--- src/rtl/lbk_pkg.sv ---
`timescale 1ns/1ps
package lbk_pkg;
  localparam int POS_W   = 2;
  localparam int PD_W    = 2;
  localparam int EN_BIT  = 0;
  localparam int ERR_BIT = 1;
  localparam int POS_LSB = 1;
  localparam logic [PD_W-1:0] PD_ACTIVE = 2'b00;
  localparam logic [PD_W-1:0] PD_OFF    = 2'b10;

  typedef enum logic [2:0] {
    ST_HOLD, ST_NORM, ST_EHOLD, ST_SEND_EN,
    ST_WAIT_EN, ST_LOOP, ST_SEND_DIS, ST_WAIT_DIS
  } lbk_state_e;
endpackage

--- src/rtl/lbk_hold_cnt.sv ---
`timescale 1ns/1ps
module lbk_hold_cnt #(
  parameter int N = 16
) (
  input  logic clk_i,
  input  logic rst_ni,
  input  logic run_i,
  output logic done_o
);
  localparam int W = $clog2(N + 1);
  logic [W-1:0] cnt_q;

  assign done_o = run_i && (cnt_q == W'(N - 1));

  always_ff @(posedge clk_i or negedge rst_ni) begin
    if (!rst_ni)      cnt_q <= '0;
    else if (!run_i)  cnt_q <= '0;
    else if (done_o)  cnt_q <= '0;
    else              cnt_q <= cnt_q + 1'b1;
  end
endmodule

--- src/rtl/lbk_wait_timer.sv ---
`timescale 1ns/1ps
module lbk_wait_timer #(
  parameter int W = 8
) (
  input  logic         clk_i,
  input  logic         rst_ni,
  input  logic         run_i,
  input  logic [W-1:0] limit_i,
  output logic         expire_o
);
  logic [W-1:0] cnt_q;

  // limit of zero disables expiry
  assign expire_o = run_i && (limit_i != '0) && (cnt_q == limit_i - 1'b1);

  always_ff @(posedge clk_i or negedge rst_ni) begin
    if (!rst_ni)               cnt_q <= '0;
    else if (!run_i)           cnt_q <= '0;
    else if (cnt_q != '1)      cnt_q <= cnt_q + 1'b1;
  end
endmodule

--- src/rtl/lbk_stat_dec.sv ---
`timescale 1ns/1ps
module lbk_stat_dec
  import lbk_pkg::*;
#(
  parameter int ADDR_W = 12,
  parameter int DATA_W = 8,
  parameter logic [ADDR_W-1:0] STAT_ADDR = '0
) (
  input  logic              valid_i,
  input  logic [ADDR_W-1:0] addr_i,
  input  logic [DATA_W-1:0] data_i,
  output logic              ack_en_o,
  output logic              ack_dis_o,
  output logic              perr_o
);
  logic hit;
  assign hit       = valid_i && (addr_i == STAT_ADDR);
  assign perr_o    = hit && data_i[ERR_BIT];
  assign ack_en_o  = hit && !data_i[ERR_BIT] &&  data_i[EN_BIT];
  assign ack_dis_o = hit && !data_i[ERR_BIT] && !data_i[EN_BIT];
endmodule

--- src/rtl/lbk_seq.sv ---
`timescale 1ns/1ps
module lbk_seq
  import lbk_pkg::*;
#(
  parameter int ADDR_W  = 12,
  parameter int DATA_W  = 8,
  parameter int TO_W    = 8,
  parameter int RST_CYC = 16,
  parameter logic [ADDR_W-1:0] CTRL_ADDR = 12'h020,
  parameter logic [ADDR_W-1:0] STAT_ADDR = 12'h021
) (
  input  logic              clk_i,
  input  logic              rst_ni,
  input  logic              lb_req_i,
  input  logic              exit_rst_i,
  input  logic [POS_W-1:0]  cfg_pos_i,
  input  logic [TO_W-1:0]   cfg_timeout_i,
  output logic [PD_W-1:0]   pd_o,
  output logic              phy_rst_no,
  output logic              msg_valid_o,
  output logic [ADDR_W-1:0] msg_addr_o,
  output logic [DATA_W-1:0] msg_data_o,
  input  logic              msg_valid_i,
  input  logic [ADDR_W-1:0] msg_addr_i,
  input  logic [DATA_W-1:0] msg_data_i,
  output logic              lb_ready_o,
  output logic              norm_ready_o,
  output logic              err_o
);
  localparam int LCW = $clog2(RST_CYC + 2);

  lbk_state_e st_q, st_d;
  logic [POS_W-1:0] pos_q;
  logic err_q, to_hit;
  logic hold_run, hold_done, wait_run, expire;
  logic ack_en, ack_dis, perr;

  assign hold_run = (st_q == ST_HOLD) || (st_q == ST_EHOLD);
  assign wait_run = (st_q == ST_WAIT_EN) || (st_q == ST_WAIT_DIS);

  lbk_hold_cnt #(.N(RST_CYC)) u_hold (
    .clk_i, .rst_ni, .run_i(hold_run), .done_o(hold_done)
  );

  lbk_wait_timer #(.W(TO_W)) u_timer (
    .clk_i, .rst_ni, .run_i(wait_run), .limit_i(cfg_timeout_i), .expire_o(expire)
  );

  lbk_stat_dec #(.ADDR_W(ADDR_W), .DATA_W(DATA_W), .STAT_ADDR(STAT_ADDR)) u_dec (
    .valid_i(msg_valid_i), .addr_i(msg_addr_i), .data_i(msg_data_i),
    .ack_en_o(ack_en), .ack_dis_o(ack_dis), .perr_o(perr)
  );

  always_comb begin
    st_d   = st_q;
    to_hit = 1'b0;
    unique case (st_q)
      ST_HOLD:     if (hold_done) st_d = ST_NORM;
      ST_NORM:     if (lb_req_i)  st_d = ST_EHOLD;
      ST_EHOLD:    if (hold_done) st_d = ST_SEND_EN;
      ST_SEND_EN:  st_d = ST_WAIT_EN;
      ST_WAIT_EN: begin
        if (perr)        st_d = ST_HOLD;
        else if (ack_en) st_d = ST_LOOP;
        else if (expire) begin st_d = ST_HOLD; to_hit = 1'b1; end
      end
      ST_LOOP:     if (!lb_req_i) st_d = exit_rst_i ? ST_HOLD : ST_SEND_DIS;
      ST_SEND_DIS: st_d = ST_WAIT_DIS;
      ST_WAIT_DIS: begin
        if (perr)         st_d = ST_HOLD;
        else if (ack_dis) st_d = ST_NORM;
        else if (expire)  begin st_d = ST_HOLD; to_hit = 1'b1; end
      end
      default:     st_d = ST_HOLD;
    endcase
  end

  always_ff @(posedge clk_i or negedge rst_ni) begin
    if (!rst_ni) begin
      st_q  <= ST_HOLD;
      pos_q <= '0;
      err_q <= 1'b0;
    end else begin
      st_q <= st_d;
      if (st_q == ST_NORM && lb_req_i) pos_q <= cfg_pos_i;
      else if (st_q == ST_HOLD)        pos_q <= '0;
      if (to_hit) err_q <= 1'b1;
    end
  end

  assign pd_o         = (st_q == ST_NORM || st_q == ST_LOOP) ? PD_ACTIVE : PD_OFF;
  assign phy_rst_no   = !hold_run;
  assign msg_valid_o  = (st_q == ST_SEND_EN) || (st_q == ST_SEND_DIS);
  assign msg_addr_o   = CTRL_ADDR;
  assign lb_ready_o   = (st_q == ST_LOOP);
  assign norm_ready_o = (st_q == ST_NORM);
  assign err_o        = err_q;

  always_comb begin
    msg_data_o = '0;
    msg_data_o[EN_BIT] = (st_q == ST_SEND_EN);
    msg_data_o[POS_LSB +: POS_W] = pos_q;
  end

  // checker: length of each PHY reset pulse
  logic [LCW-1:0] low_cnt_q;
  always_ff @(posedge clk_i or negedge rst_ni) begin
    if (!rst_ni)          low_cnt_q <= '0;
    else if (!phy_rst_no) low_cnt_q <= low_cnt_q + 1'b1;
    else                  low_cnt_q <= '0;
  end

  assert_hold_len_R1: assert property (@(posedge clk_i) disable iff (!rst_ni)
    $rose(phy_rst_no) |-> low_cnt_q == LCW'(RST_CYC));

  assert_ready_excl_R8: assert property (@(posedge clk_i) disable iff (!rst_ni)
    !(lb_ready_o && norm_ready_o));

  assert_msg_safe_R9: assert property (@(posedge clk_i) disable iff (!rst_ni)
    msg_valid_o |-> (pd_o == PD_OFF) && phy_rst_no);

  assert_lb_after_ack_R3: assert property (@(posedge clk_i) disable iff (!rst_ni)
    $rose(lb_ready_o) |-> $past(msg_valid_i && msg_addr_i == STAT_ADDR &&
                                msg_data_i[EN_BIT] && !msg_data_i[ERR_BIT]));

  assert_norm_entry_R4: assert property (@(posedge clk_i) disable iff (!rst_ni)
    $rose(norm_ready_o) |-> $past(!phy_rst_no) ||
      $past(msg_valid_i && msg_addr_i == STAT_ADDR &&
            !msg_data_i[EN_BIT] && !msg_data_i[ERR_BIT]));

  assert_err_sticky_R7: assert property (@(posedge clk_i) disable iff (!rst_ni)
    err_o |=> err_o);
endmodule

--- config.mk ---
export PLATFORM = sky130hd
export DESIGN_NAME = lbk_seq
export DESIGN_NICKNAME = d
export VERILOG_FILES = /design/src/rtl/lbk_pkg.sv /design/src/rtl/lbk_hold_cnt.sv /design/src/rtl/lbk_wait_timer.sv /design/src/rtl/lbk_stat_dec.sv /design/src/rtl/lbk_seq.sv
export SDC_FILE = /design/constraint.sdc
export NUM_CORES = 1
export LEC_CHECK = 0
export BUFFER_PORTS_ARGS = -buffer_cell sky130_fd_sc_hd__buf_2
export CORE_UTILIZATION = 35
export DETAILED_ROUTE_END_ITERATION = 6
export PLACE_DENSITY_LB_ADDON = 0.05
export SLEW_MARGIN = 25
export SYNTH_ARGS = -nofsm -noshare
export SYNTH_HDL_FRONTEND = slang
export SYNTH_SLANG_ARGS = --single-unit
--- constraint.sdc ---
create_clock -name clk_i -period 5.72 [get_ports clk_i]
set_clock_uncertainty 0.2 [all_clocks]
set_input_delay 0 -clock clk_i [delete_from_list [all_inputs] [get_ports clk_i]]
set_output_delay 0 -clock clk_i [all_outputs]
set_load 0.05 [all_outputs]
## Word level (Yosys, flattened, before mapping)

Index checks and enable logic that the tools add are counted.

| word-level totals | value |
|---|---|
| register bits after elaboration | 19 |

| cells by class | value |
|---|---|
| $add $sub $neg | 3 |
| equal/unequal tests | 16 |
| multiplexer cells | 24 |
| reduce and logical (&&, ||, !) cells | 20 |

Operators with widths:

| cell | number |
|---|---|
| $mux 3 | 10 |
| $pmux 3 s8 | 1 |
| $mux 8 | 2 |
| $eq 12x6->1 const B | 1 |
| $eq 3x3->1 const B | 4 |
| $mux 5 | 2 |
| $ne 2x2->1 const B | 5 |
| $logic_and 1x1->1 | 9 |
| $add 8x1->8 const B | 1 |
| $eq 8x8->1 | 1 |
| $ne 8x8->1 const B | 1 |
| $reduce_bool 8->1 | 1 |
| $sub 8x1->8 const B | 1 |
| $eq 3x2->1 const B | 2 |
| $mux 2 | 3 |
| $add 5x1->5 const B | 1 |
| $eq 5x4->1 const B | 1 |
| $mux 1 | 5 |
| $logic_or 1x1->1 | 4 |
| $reduce_and 4->1 | 1 |
| $eq 3x1->1 const B | 1 |
| $logic_not 1->1 | 3 |
| $logic_not 3->1 | 1 |
| $pmux 1 s2 | 1 |
| $reduce_bool 2->1 | 1 |

## Longest topological paths before layout

Gate-level depths: netlist of the first run.

| depth | value |
|---|---|
| depth in word-level cells | 8 |
| mapped depth | 7 |

## Modules after synthesis

A second synthesis of the first run with hierarchy kept.

| second synthesis, totals | value |
|---|---|
| cell total of the unflattened synthesis | 178 |
| area, all modules | 1554.0 um2 |

Modules (own cells, without submodules):

| module | times used | cells each | area an instance (um2) | sequential area each (um2) |
|---|---|---|---|---|
| lbk_wait_timer | 1 | 83 | 713.2 | 200.2 |
| lbk_seq | 1 | 68 | 554.3 | 150.1 |
| lbk_hold_cnt | 1 | 18 | 214.0 | 125.1 |
| lbk_stat_dec | 1 | 9 | 72.6 | 0.0 |

## Worst setup path after synthesis of the first run

No wires, ideal clock.

| timing | value |
|---|---|
| kind | reg-to-reg |
| start | reg st_q[0] |
| end | reg st_q[2] |
| arrival | 1.546 ns |
| path slack | 3.841 ns |
| cell stages (with the launch flop) | 8 |
| path buffers | 1 |
| period minus slack after synthesis | 1.879 ns |
| path through | dfrtp_1 > buf_6 > nor2b_4 > clkinv_4 > nand3b_4 > a2111oi_2 > and4_1 > o211ai_1 |

| on the way | value |
|---|---|
| cells in the longest elaborated chain, start to end | 8 |
| elaborated cells between the ends (all ways) | 24 |
| those cells by class | eq/ne: 11; mux: 6; reduce/logical: 7 |

Ends and longest elaborated chain:

| element | line | source |
|---|---|---|
| start: declaration | lbk_seq.sv:32 | `lbk_state_e st_q, st_d;` |
| start signal: assignment | lbk_seq.sv:84 | `st_q <= st_d;` |
| $eq 3x3->1 | lbk_seq.sv:39, lbk_seq.sv:57 |  |
| $logic_or 1x1->1 | lbk_seq.sv:39 | `assign wait_run = (st_q == ST_WAIT_EN) \|\| (st_q == ST_WAIT_DIS);` |
| $logic_and 1x1->1 (2 in series) | lbk_wait_timer.sv:14 | `assign expire_o = run_i && (limit_i != '0) && (cnt_q == limit_i - 1'b1);` |
| $mux 3 | n/a |  |
| $mux 3, on equally long branches (2 in series) | n/a |  |
| $pmux 3 s8 | lbk_seq.sv:57 | `unique case (st_q)` |

Several ways; a longest one is shown, not always the timed one.
A chain may end at the register's enable or synchronous reset.

## Worst setup path in the final report of the first run

Ends and elaborated chain as after synthesis.

==> metrics.yaml, run 1 <==
run_status:
  status: "finished clean"
power_and_ir_drop:
  power_mw: 0.661
  clockPowerShare_pct: 13.8
  p_sw_mw: 0.324
  power.density_mw_per_mm2: 368
  internal_power_mw: 0.336
  p_leak_nw: 0.874
  irDropWorstVdd_uv: 167
  comb_power_share_pct: 54.7
  sw_frac_of_total_pct: 49.1
  pwr-share-seq_pct: 31.5
clocking:
  clk_latency_ns: 0.25
  cts.sinks: 19
  root_buffer: "clkbuf_8"
  cts.clk_slew.worst_paths_ns: 0.07
  post-cts-setup-buffer-count: 0
  cts_buffers: 3
  clockBufferDepth: 2
  cts_tree: "done"
  htreeDepth: 1
setup_path:
  cp_data_required_time_ns: 5.65
  worstSetupPathType: "reg -> reg"
  cp.arrival_ns: 2.55
  crit_path_end_kind: "register"
  critPathLaunchType: "register"
  regToRegSetupSlack_ns: 3.11
  worstPathMaxFanout: 10
sta:
  worst_slack_ns: 3.11
  maxSlewViolCount: 0
  timing.final.hold_violations: 0
  rsz0062_at_grt: "false"
  tns_ns: 0
  min_period_ns: 2.61
  fmax_ghz: 0.383
  finalCritPeriodShare_pct: 45.7
  whs_ns: 0.0204
  setup_violations: 0
placement:
  port_buffers: 37
  hpwl_mm: 2.53
  dp.cells: 255
  routabilityCongestion: 0.852
  placedInstanceArea_mm2: 0.00165
  place_ws_ns: 3.62
die:
  die-height_um: 67.4
  design.die.area_mm2: 0.00454
  ios: 62
  num_rows: 23
  start_util_pct: 36.9
  core_region_area_mm2: 0.00406
  dieWidth_um: 67.4
global_route:
  grt_util_all_layers_pct: 15.4
  grt_antenna_before_repair: 0
  grt_max_degree: 20
  grt_pass1_vias: 1192
  grt_pass1_wl_mm: 5.25
  grt_overflow: 0
synth:
  yosys-top-cells-area: "dfrtp_1 32%, buf_4 9.0%, xor2_1 5.3%"
  synth_common_cells: "19 x dfrtp_1, 19 x nor2_1, 18 x buf_4"
  async_flop_share_pct: 100
  synthCells: 173
  synth_seq_area_share_pct: 31.8
  syn_area_per_cell_um2: 8.65
  netlist_area_mm2: 0.00150
  ys_ff_latch: 19
  ys_warn_count: 0
  synth-edff-count: 0
  yosysTopAreaCell: "dfrtp_1"
  synth_top_area_share_pct: 31.8
  synthFlopType: "dfrtp_1"
  yosysUniqueCellTypes: 47
route:
  drt_first_iter_violations: 24
  postRouteWirelength_mm: 3.18
  wl_per_cell_um: 11.8
  drc: 0
  drt_first_pass_iters: 4
  detail_route.vias_per_cell: 4.81
  num_vias: 1294
  ant_nets: 0
min_path:
  hp-class: "in -> async"
final_layout:
  utilization_pct: 44.2
  drive_above_1_share_pct: 22.4
  syn_to_final_growth_pct: 19.9
  fin_area_mm2: 0.00179
  stdcell_count: 269
  fin_nets: 258
  num_antenna_cells: 0
run:
  maxCapViolations: 0
[timing repair]
action	4_1_cts	5_1_grt
hold buffers	10	0
setup endpoints to repair	0	0
resized for setup	0	0
endpoints found under the hold margin	23	0
[path summary, 6_finish.rpt]
check | endpoint | depth (start not counted) | start
setup / recovery | st_q[2] | 7 | st_q[0]
hold / removal | st_q[1] | 2 | rst_ni
setup reg to reg | st_q[2] | 7 | st_q[0]
hold reg to reg | u_hold.cnt_q[0] | 1 | u_hold.cnt_q[0]
max in group asynchronous | u_hold.cnt_q[1] | 2 | rst_ni
min in group clk_i | st_q[1] | 4 | lb_req_i
[worst max-delay path, cell delays in order, from the launching register on]
cell,delay (ns)
dfrtp_1,0.51
nor2b_4,0.21
clkinv_4,0.06
nand3b_4,0.14
a2111oi_2,0.41
and4_1,0.31
o211ai_1,0.10
dlygate4sd3_1,0.56
[flip-flops by register name, summed over array words and instances, names as in the netlist]
signal	cells
st_q	3
u_hold.cnt_q	5
u_timer.cnt_q	8
err_o	1
pos_q	2
[cell usage in the layout (no fill, tap or decap), types with 7 or more instances in the layout]
cell type	count
xnor2_1	7
dfrtp_1	19
dlygate4sd3_1	10
nor2_1	19
buf_2	37
xor2_1	9
conb_1	18
o21ai_0	13
nand2_1	7
inv_1	8
nand3_1	7
[kinds of logic after synthesis]
logic type / Yosys count / synth area share, %
other: 2 / 0.502
flip-flops: 19 / 31.8
AND/OR/NAND/NOR: 69 / 27.0
adder cells (fa/ha/maj): 3 / 2.51
multiplexers: 2 / 1.42
buffers and inverters: 30 / 13.0
AO/OA/AOI/OAI: 32 / 14.5
XOR/XNOR: 16 / 9.36
[power groups by stage]
stage	registers [mW]	clock network (mW)	logic (mW)
5_1_grt	0.216	0.103	0.396
3_5_place_dp	0.211	0	0.344
6_report	0.208	0.0913	0.361
2_1_floorplan	0.210	0	0.284
3_3_place_gp	0.210	0	0.337
4_1_cts	0.209	0.0959	0.365
[metal layers]
| metal | global-route usage [%] | vias up | share of wire, % |
|---|---|---|---|
| met5 | 0 | - | 0 |
| met4 | 1.60 | 0 | 0.22 |
| met3 | 3.55 | 2 | 3.8 |
| met2 | 29.3 | 30 | 52 |
| met1 | 17.9 | 608 | 44 |
| li1 | - | 654 | - |
[cell type report]
type | instances | area (um^2)
fill | 419 | 2260
multi-input combinational | 140 | 887
sequential | 19 | 475
timing repair buffer | 47 | 285
tap | 50 | 62.6
clock buffer | 4 | 45.0
inverter | 9 | 38.8
(Power assumes the default switching activity.)
==> run 2, diff against run 1 <==
==> constraint.sdc (replaced) <==
create_clock -name clk_i -period 2.55 [get_ports clk_i]
set_clock_uncertainty 0.2 [all_clocks]
set_input_delay 0 -clock clk_i [delete_from_list [all_inputs] [get_ports clk_i]]
set_output_delay 0 -clock clk_i [all_outputs]
set_load 0.05 [all_outputs]
==> run 2 against run 1 <==
Count of clock-buffer cells in the layout decreased by 1; flip-flop and latch count unchanged; cell count increased by 0.37%; first-iteration DRC count unchanged; critical path type unchanged; register-to-register slack got worse by 2.6 ns; combinational power increased by 110%; critical path depth decreased by 1; non-clock buffer count increased by 1; die area unchanged.
==> metrics.yaml, run 2 (synthesis gave the netlist of run 1 again) <==
sta:
  min_period_ns: 2.07
  finalCritPeriodShare_pct: 81.3
  tns_ns: 0
  setup_violations: 0
  worst_slack_ns: 0.477
  timing.final.hold_violations: 0
  fmax_ghz: 0.482
  maxSlewViolCount: 0
  rsz0062_at_grt: "false"
final_layout:
  syn_to_final_growth_pct: 20.7
  drive_above_1_share_pct: 22.7
  final_cell_mix: "37 x buf_2, 19 x nor2_1, 19 x dfrtp_1"
  fill_cells: 425
  ff_latch_area_um2: 475
  largestRegisters: "u_timer.cnt_q (8), u_hold.cnt_q (5), st_q (3)"
  largest_register_ffs: 8
  fin_nets: 259
  num_antenna_cells: 0
  top_register: "u_timer.cnt_q"
  final_common_cell: "buf_2"
  multi_input_area_um2: 887
  utilization_pct: 44.5
setup_path:
  worstPathMaxFanout: 10
  cp_data_required_time_ns: 2.49
  crit_path_end_kind: "register"
  worstSetupPathType: "reg -> reg"
  critPathMaxStageDelay_ns: 0.51
  cp_cell_sequence: "nor2b_4 > clkinv_4 > nand3b_4 > a2111oi_2 > and4_1 > o21ai_0"
  critPathLaunchType: "register"
  slowest_stage: "dfrtp_1"
  cp.arrival_ns: 2.01
power_and_ir_drop:
  p_leak_nw: 0.873
  power.density_mw_per_mm2: 804
  irDropWorstVdd_uv: 327
  power_mw: 1.45
die:
  start_util_pct: 36.9
  core_region_area_mm2: 0.00406
  die-height_um: 67.4
  num_rows: 23
  design.die.area_mm2: 0.00454
  dieWidth_um: 67.4
  ios: 62
global_route:
  use_met2_pct: 26.9
  grt_max_degree: 20
  grt_antenna_before_repair: 0
  grt_util_all_layers_pct: 15.1
  busiest_layer: "met2"
  grt_util_met1_pct: 18.9
  grt_overflow: 0
  grt_use_met3_pct: 3.55
  grt_pass1_wl_mm: 5.24
  grt_pass1_vias: 1161
route:
  detail_route.vias_per_cell: 4.76
  postRouteWirelength_mm: 3.11
  num_vias: 1284
  drt_first_iter_violations: 24
  wl_per_cell_um: 11.5
  drc: 0
  drt_first_pass_iters: 4
  ant_nets: 0
clocking:
  htreeDepth: 1
  cts.repair.resized: 0
  root_buffer: "clkbuf_8"
  cts.clk_slew.worst_paths_ns: 0.07
  clk_latency_ns: 0.25
  cts_buffers: 3
  clockBufferDepth: 2
  cts_tree: "done"
  cts.sinks: 19
run:
  maxCapViolations: 0
placement:
  routabilityCongestion: 0.781
  port_buffers: 37
  hpwl_mm: 2.44
  place_ws_ns: 0.459
min_path:
  hp-class: "in -> async"
run_status:
  status: "finished clean"
[run 2: stage by stage]
step	instances	area, um^2	hold slack (ns)
after floorplan	189	1560	-0.496
after global placement	255	1650	-0.231
after detailed placement	255	1650	-0.220
after CTS	270	1810	0.0325
after global routing	270	1810	0.0702
final	270	1810	0.0151
[run 2: report_power, final]
part | switching, mW | internal (mW)
sequential | 0.104 | 0.362
clock | 0.105 | 0.109
combinational | 0.518 | 0.255
total | 0.727 | 0.726
[run 2: final cells by class]
type                    count  area share, %
clock inverters             1          0.277
well taps                  50           3.47
clock buffers               3           2.29
inverters                   9           2.15
flip-flops and latches     19           26.3
multi-input cells         140           49.1
repair buffers             48           16.4
[run 2: metal layers]
| metal | wire length (um) | up-vias | part of all wire [%] |
|---|---|---|---|
| met1 | 1420 | 591 | 46 |
| met4 | 7 | 0 | 0.22 |
| met3 | 125 | 2 | 4.0 |
| li1 | - | 658 | - |
| met5 | 0 | - | 0 |
| met2 | 1560 | 33 | 50 |
[run 2: critical path, delay by kind of cell (launching register included)]
| family | cells | cell delay [ns] |
|---|---|---|
| flops | 1 | 0.51 |
| simple gates | 3 | 0.67 |
| compound gates | 2 | 0.50 |
| buf+inv | 1 | 0.06 |
[run 2: repair_timing]
item,4_1_cts,5_1_grt
hold endpoints to repair,23,0
hold buffers,11,0
setup buffers,0,0
endpoints found under the setup margin,0,0
[run 2: final timing paths]
| kind | startpoint | end | slack [ns] | cells past startpoint |
|---|---|---|---|---|
| min in group clk_i | msg_addr_i[4] | st_q[2] | 0.13 | 5 |
| worst max register to register | st_q[0] | st_q[1] | 0.48 | 6 |
| worst min-delay path | rst_ni | st_q[2] | 0.02 | 2 |
| worst max-delay path | st_q[0] | st_q[1] | 0.48 | 6 |
| max in group asynchronous | rst_ni | err_o | 1.83 | 2 |
| worst min register to register | u_hold.cnt_q[0] | u_hold.cnt_q[0] | 0.28 | 1 |
==> run 3, diff against run 2 <==
--- a/config.mk
+++ b/config.mk
@@ -5,6 +5,7 @@
 export SDC_FILE = /design/constraint.sdc
 export NUM_CORES = 1
 export LEC_CHECK = 0
+export ABC_AREA = 1
 export BUFFER_PORTS_ARGS = -buffer_cell sky130_fd_sc_hd__buf_2
 export CORE_UTILIZATION = 35
 export DETAILED_ROUTE_END_ITERATION = 6
==> constraint.sdc (replaced) <==
create_clock -name clk_i -period 1.7 [get_ports clk_i]
set_clock_uncertainty 0.2 [all_clocks]
set_input_delay 0 -clock clk_i [delete_from_list [all_inputs] [get_ports clk_i]]
set_output_delay 0 -clock clk_i [all_outputs]
set_load 0.05 [all_outputs]
==> run 3 against run 2 <==
Sequential share of layout area decreased by 5.0 points; power up 33%; core utilization grew 6.4 points; register-to-register slack lost 0.44 ns; critical path depth up 2; via count grew 25%; cell count rose by 37%; synthesized cell count increased by 41%; synthesized area is 8.2% higher; die area is 8.0% higher; critical endpoint is now u_timer.cnt_q[3]; highest routed layer unchanged.
==> metrics.yaml, run 3 <==
global_route:
  grt_antenna_before_repair: 0
  grt_pass1_wl_mm: 6.31
  grt_util_all_layers_pct: 15.4
  grt_pass1_vias: 1541
  grt_max_degree: 20
  grt_overflow: 0
run_status:
  status: "finished clean"
final_layout:
  final_common_cell: "nand2_1"
  top_register: "u_timer.cnt_q"
  largestRegisters: "u_timer.cnt_q (8), u_hold.cnt_q (5), st_q (3)"
  fill_cells: 446
  num_antenna_cells: 0
  fin_nets: 357
  drive_above_1_share_pct: 38.7
  fin_area_mm2: 0.00224
  final_cell_mix: "57 x nand2_1, 36 x buf_2, 28 x buf_4"
  syn_to_final_growth_pct: 38.6
  largest_register_ffs: 8
  utilization_pct: 50.9
clocking:
  htreeDepth: 1
  cts.clk_slew.worst_paths_ns: 0.07
  clk_latency_ns: 0.25
  cts.sinks: 19
  clockBufferDepth: 2
  root_buffer: "clkbuf_8"
  cts_tree: "done"
  cts_buffers: 3
synth:
  syn_area_per_cell_um2: 6.64
  synth_seq_area_share_pct: 29.4
  ys_ff_latch: 19
  yosysUniqueCellTypes: 32
  yosysTopAreaCell: "dfrtp_1"
  synth_top_area_share_pct: 29.4
  yosys-top-cells-area: "dfrtp_1 29%, nand2_1 14%, buf_4 8.3%"
  synth.most_common_cell: "nand2_1"
  ys_warn_count: 0
  async_flop_share_pct: 100
  synth-edff-count: 0
  synthFlopType: "dfrtp_1"
  netlist_area_mm2: 0.00162
  synthCells: 244
  synth_common_cells: "59 x nand2_1, 28 x nor2_1, 26 x inv_1"
setup_path:
  cp_cell_sequence: "nand2_1 > nor2_2 > nand3_2 > nor2_4 > nand2_4 > buf_4 > a21oi_2 > nor2_1"
  critPathMaxStageDelay_ns: 0.43
  cp_data_required_time_ns: 1.65
  critPathLaunchType: "register"
  worstSetupPathType: "reg -> reg"
  cp_num_buf_inv: 1
  cp.arrival_ns: 1.61
  worstPathMaxFanout: 7
  critPathTopFamily: "simple AND/OR/NAND/NOR gates"
  slowest_stage: "dfrtp_2"
  crit_path_end_kind: "register"
sta:
  finalCritPeriodShare_pct: 97.7
  setup_violations: 0
  min_period_ns: 1.66
  fmax_ghz: 0.602
  timing.final.hold_violations: 0
  rsz0062_at_grt: "true"
  maxSlewViolCount: 0
power_and_ir_drop:
  irDropWorstVdd_uv: 1110
  p_leak_nw: 1.18
  power.density_mw_per_mm2: 862
placement:
  hpwl_mm: 2.86
  routabilityCongestion: 0.792
  placedInstanceArea_mm2: 0.00202
  port_buffers: 37
die:
  design.die.area_mm2: 0.00490
  core_region_area_mm2: 0.00441
  dieWidth_um: 70.0
  die-height_um: 70.0
  num_rows: 24
  ios: 62
  start_util_pct: 36.7
min_path:
  hp-class: "in -> async"
run:
  maxCapViolations: 0
route:
  detail_route.vias_per_cell: 4.34
  postRouteWirelength_mm: 3.57
  drt_first_pass_iters: 4
  drc: 0
  num_vias: 1607
  drt_first_iter_violations: 28
  ant_nets: 0
  wl_per_cell_um: 9.64
run 3: per-stage QoR:
step | setup slack [ns] | instances | power [mW] | TNS, ns | hold slack, ns
floorplan | -0.237 | 260 | 1.29 | -0.563 | -0.496
global placement | -0.0704 | 356 | 1.60 | -0.240 | -0.223
detailed placement | -0.0351 | 356 | 1.59 | -0.121 | -0.233
CTS | 0.0151 | 367 | 1.94 | 0 | 0.0256
global route | -0.100 | 370 | 2.09 | -0.411 | 0.0748
finish | 0.0388 | 370 | 1.93 | 0 | 0.0173
run 3: final timing paths:
path	slack [ns]	startpoint	endpoint	depth (start not counted)
max reg2reg	0.04	u_timer.cnt_q[5]	u_timer.cnt_q[3]	8
min reg2reg	0.27	u_hold.cnt_q[0]	u_hold.cnt_q[0]	1
min in group clk_i	0.06	cfg_timeout_i[6]	err_o	6
max in group asynchronous	0.95	rst_ni	st_q[2]	2
min	0.02	rst_ni	u_timer.cnt_q[4]	2
max	0.04	u_timer.cnt_q[5]	u_timer.cnt_q[3]	8
run 3: routing by layer:
metal  vias to the layer above  wire length (um)  global-route usage [%]
met4                         0                16                    2.22
li1                        873                 -                       -
met3                         2               138                    3.03
met1                       689              1810                    21.1
met2                        43              1600                    25.7
met5                         -                 0                       0
run 3: power breakdown:
part,switching [mW],leakage [nW],internal (mW)
registers,0.0602,0.248,0.523
logic,0.640,0.909,0.389
clock network,0.157,0.0217,0.165
total,0.858,1.18,1.08
run 3: final cells by class:
class	instances	area, um^2	area share (%)
well taps	52	65.1	2.90
multi-input cells	185	1030	45.8
inverters	37	141	6.30
clock buffers	3	41.3	1.84
flip-flops and latches	19	479	21.3
clock inverters	1	7.51	0.334
repair buffers	73	483	21.5
run 3: timing repair:
action                                 in CTS  in global routing
setup endpoints to repair                   6                 13
pin swaps                                   0                  9
endpoints found under the hold margin      25                  0
gates resized for setup                     6                 22
buffers inserted                            0                  3
hold buffers                                7                  0
run 3: cell families (layout without fill, tap and decap cells):
family | count (synthesis) | after routing | share of synthesized area [%]
compound gates | 17 | 17 | 6.34
xor+xnor | 7 | 7 | 3.79
fa+ha+maj | 3 | 3 | 2.32
buf+inv | 56 | 114 | 17.9
flops | 19 | 19 | 29.4
other cells | 2 | 18 | 0.464
simple gates | 140 | 140 | 39.9
run 3: worst register-to-register path, stage by stage, from the launching register on:
cell,delay [ns]
dfrtp_2,0.43
nand2_1,0.08
nor2_2,0.15
nand3_2,0.13
nor2_4,0.17
nand2_4,0.09
buf_4,0.14
a21oi_2,0.11
nor2_1,0.05
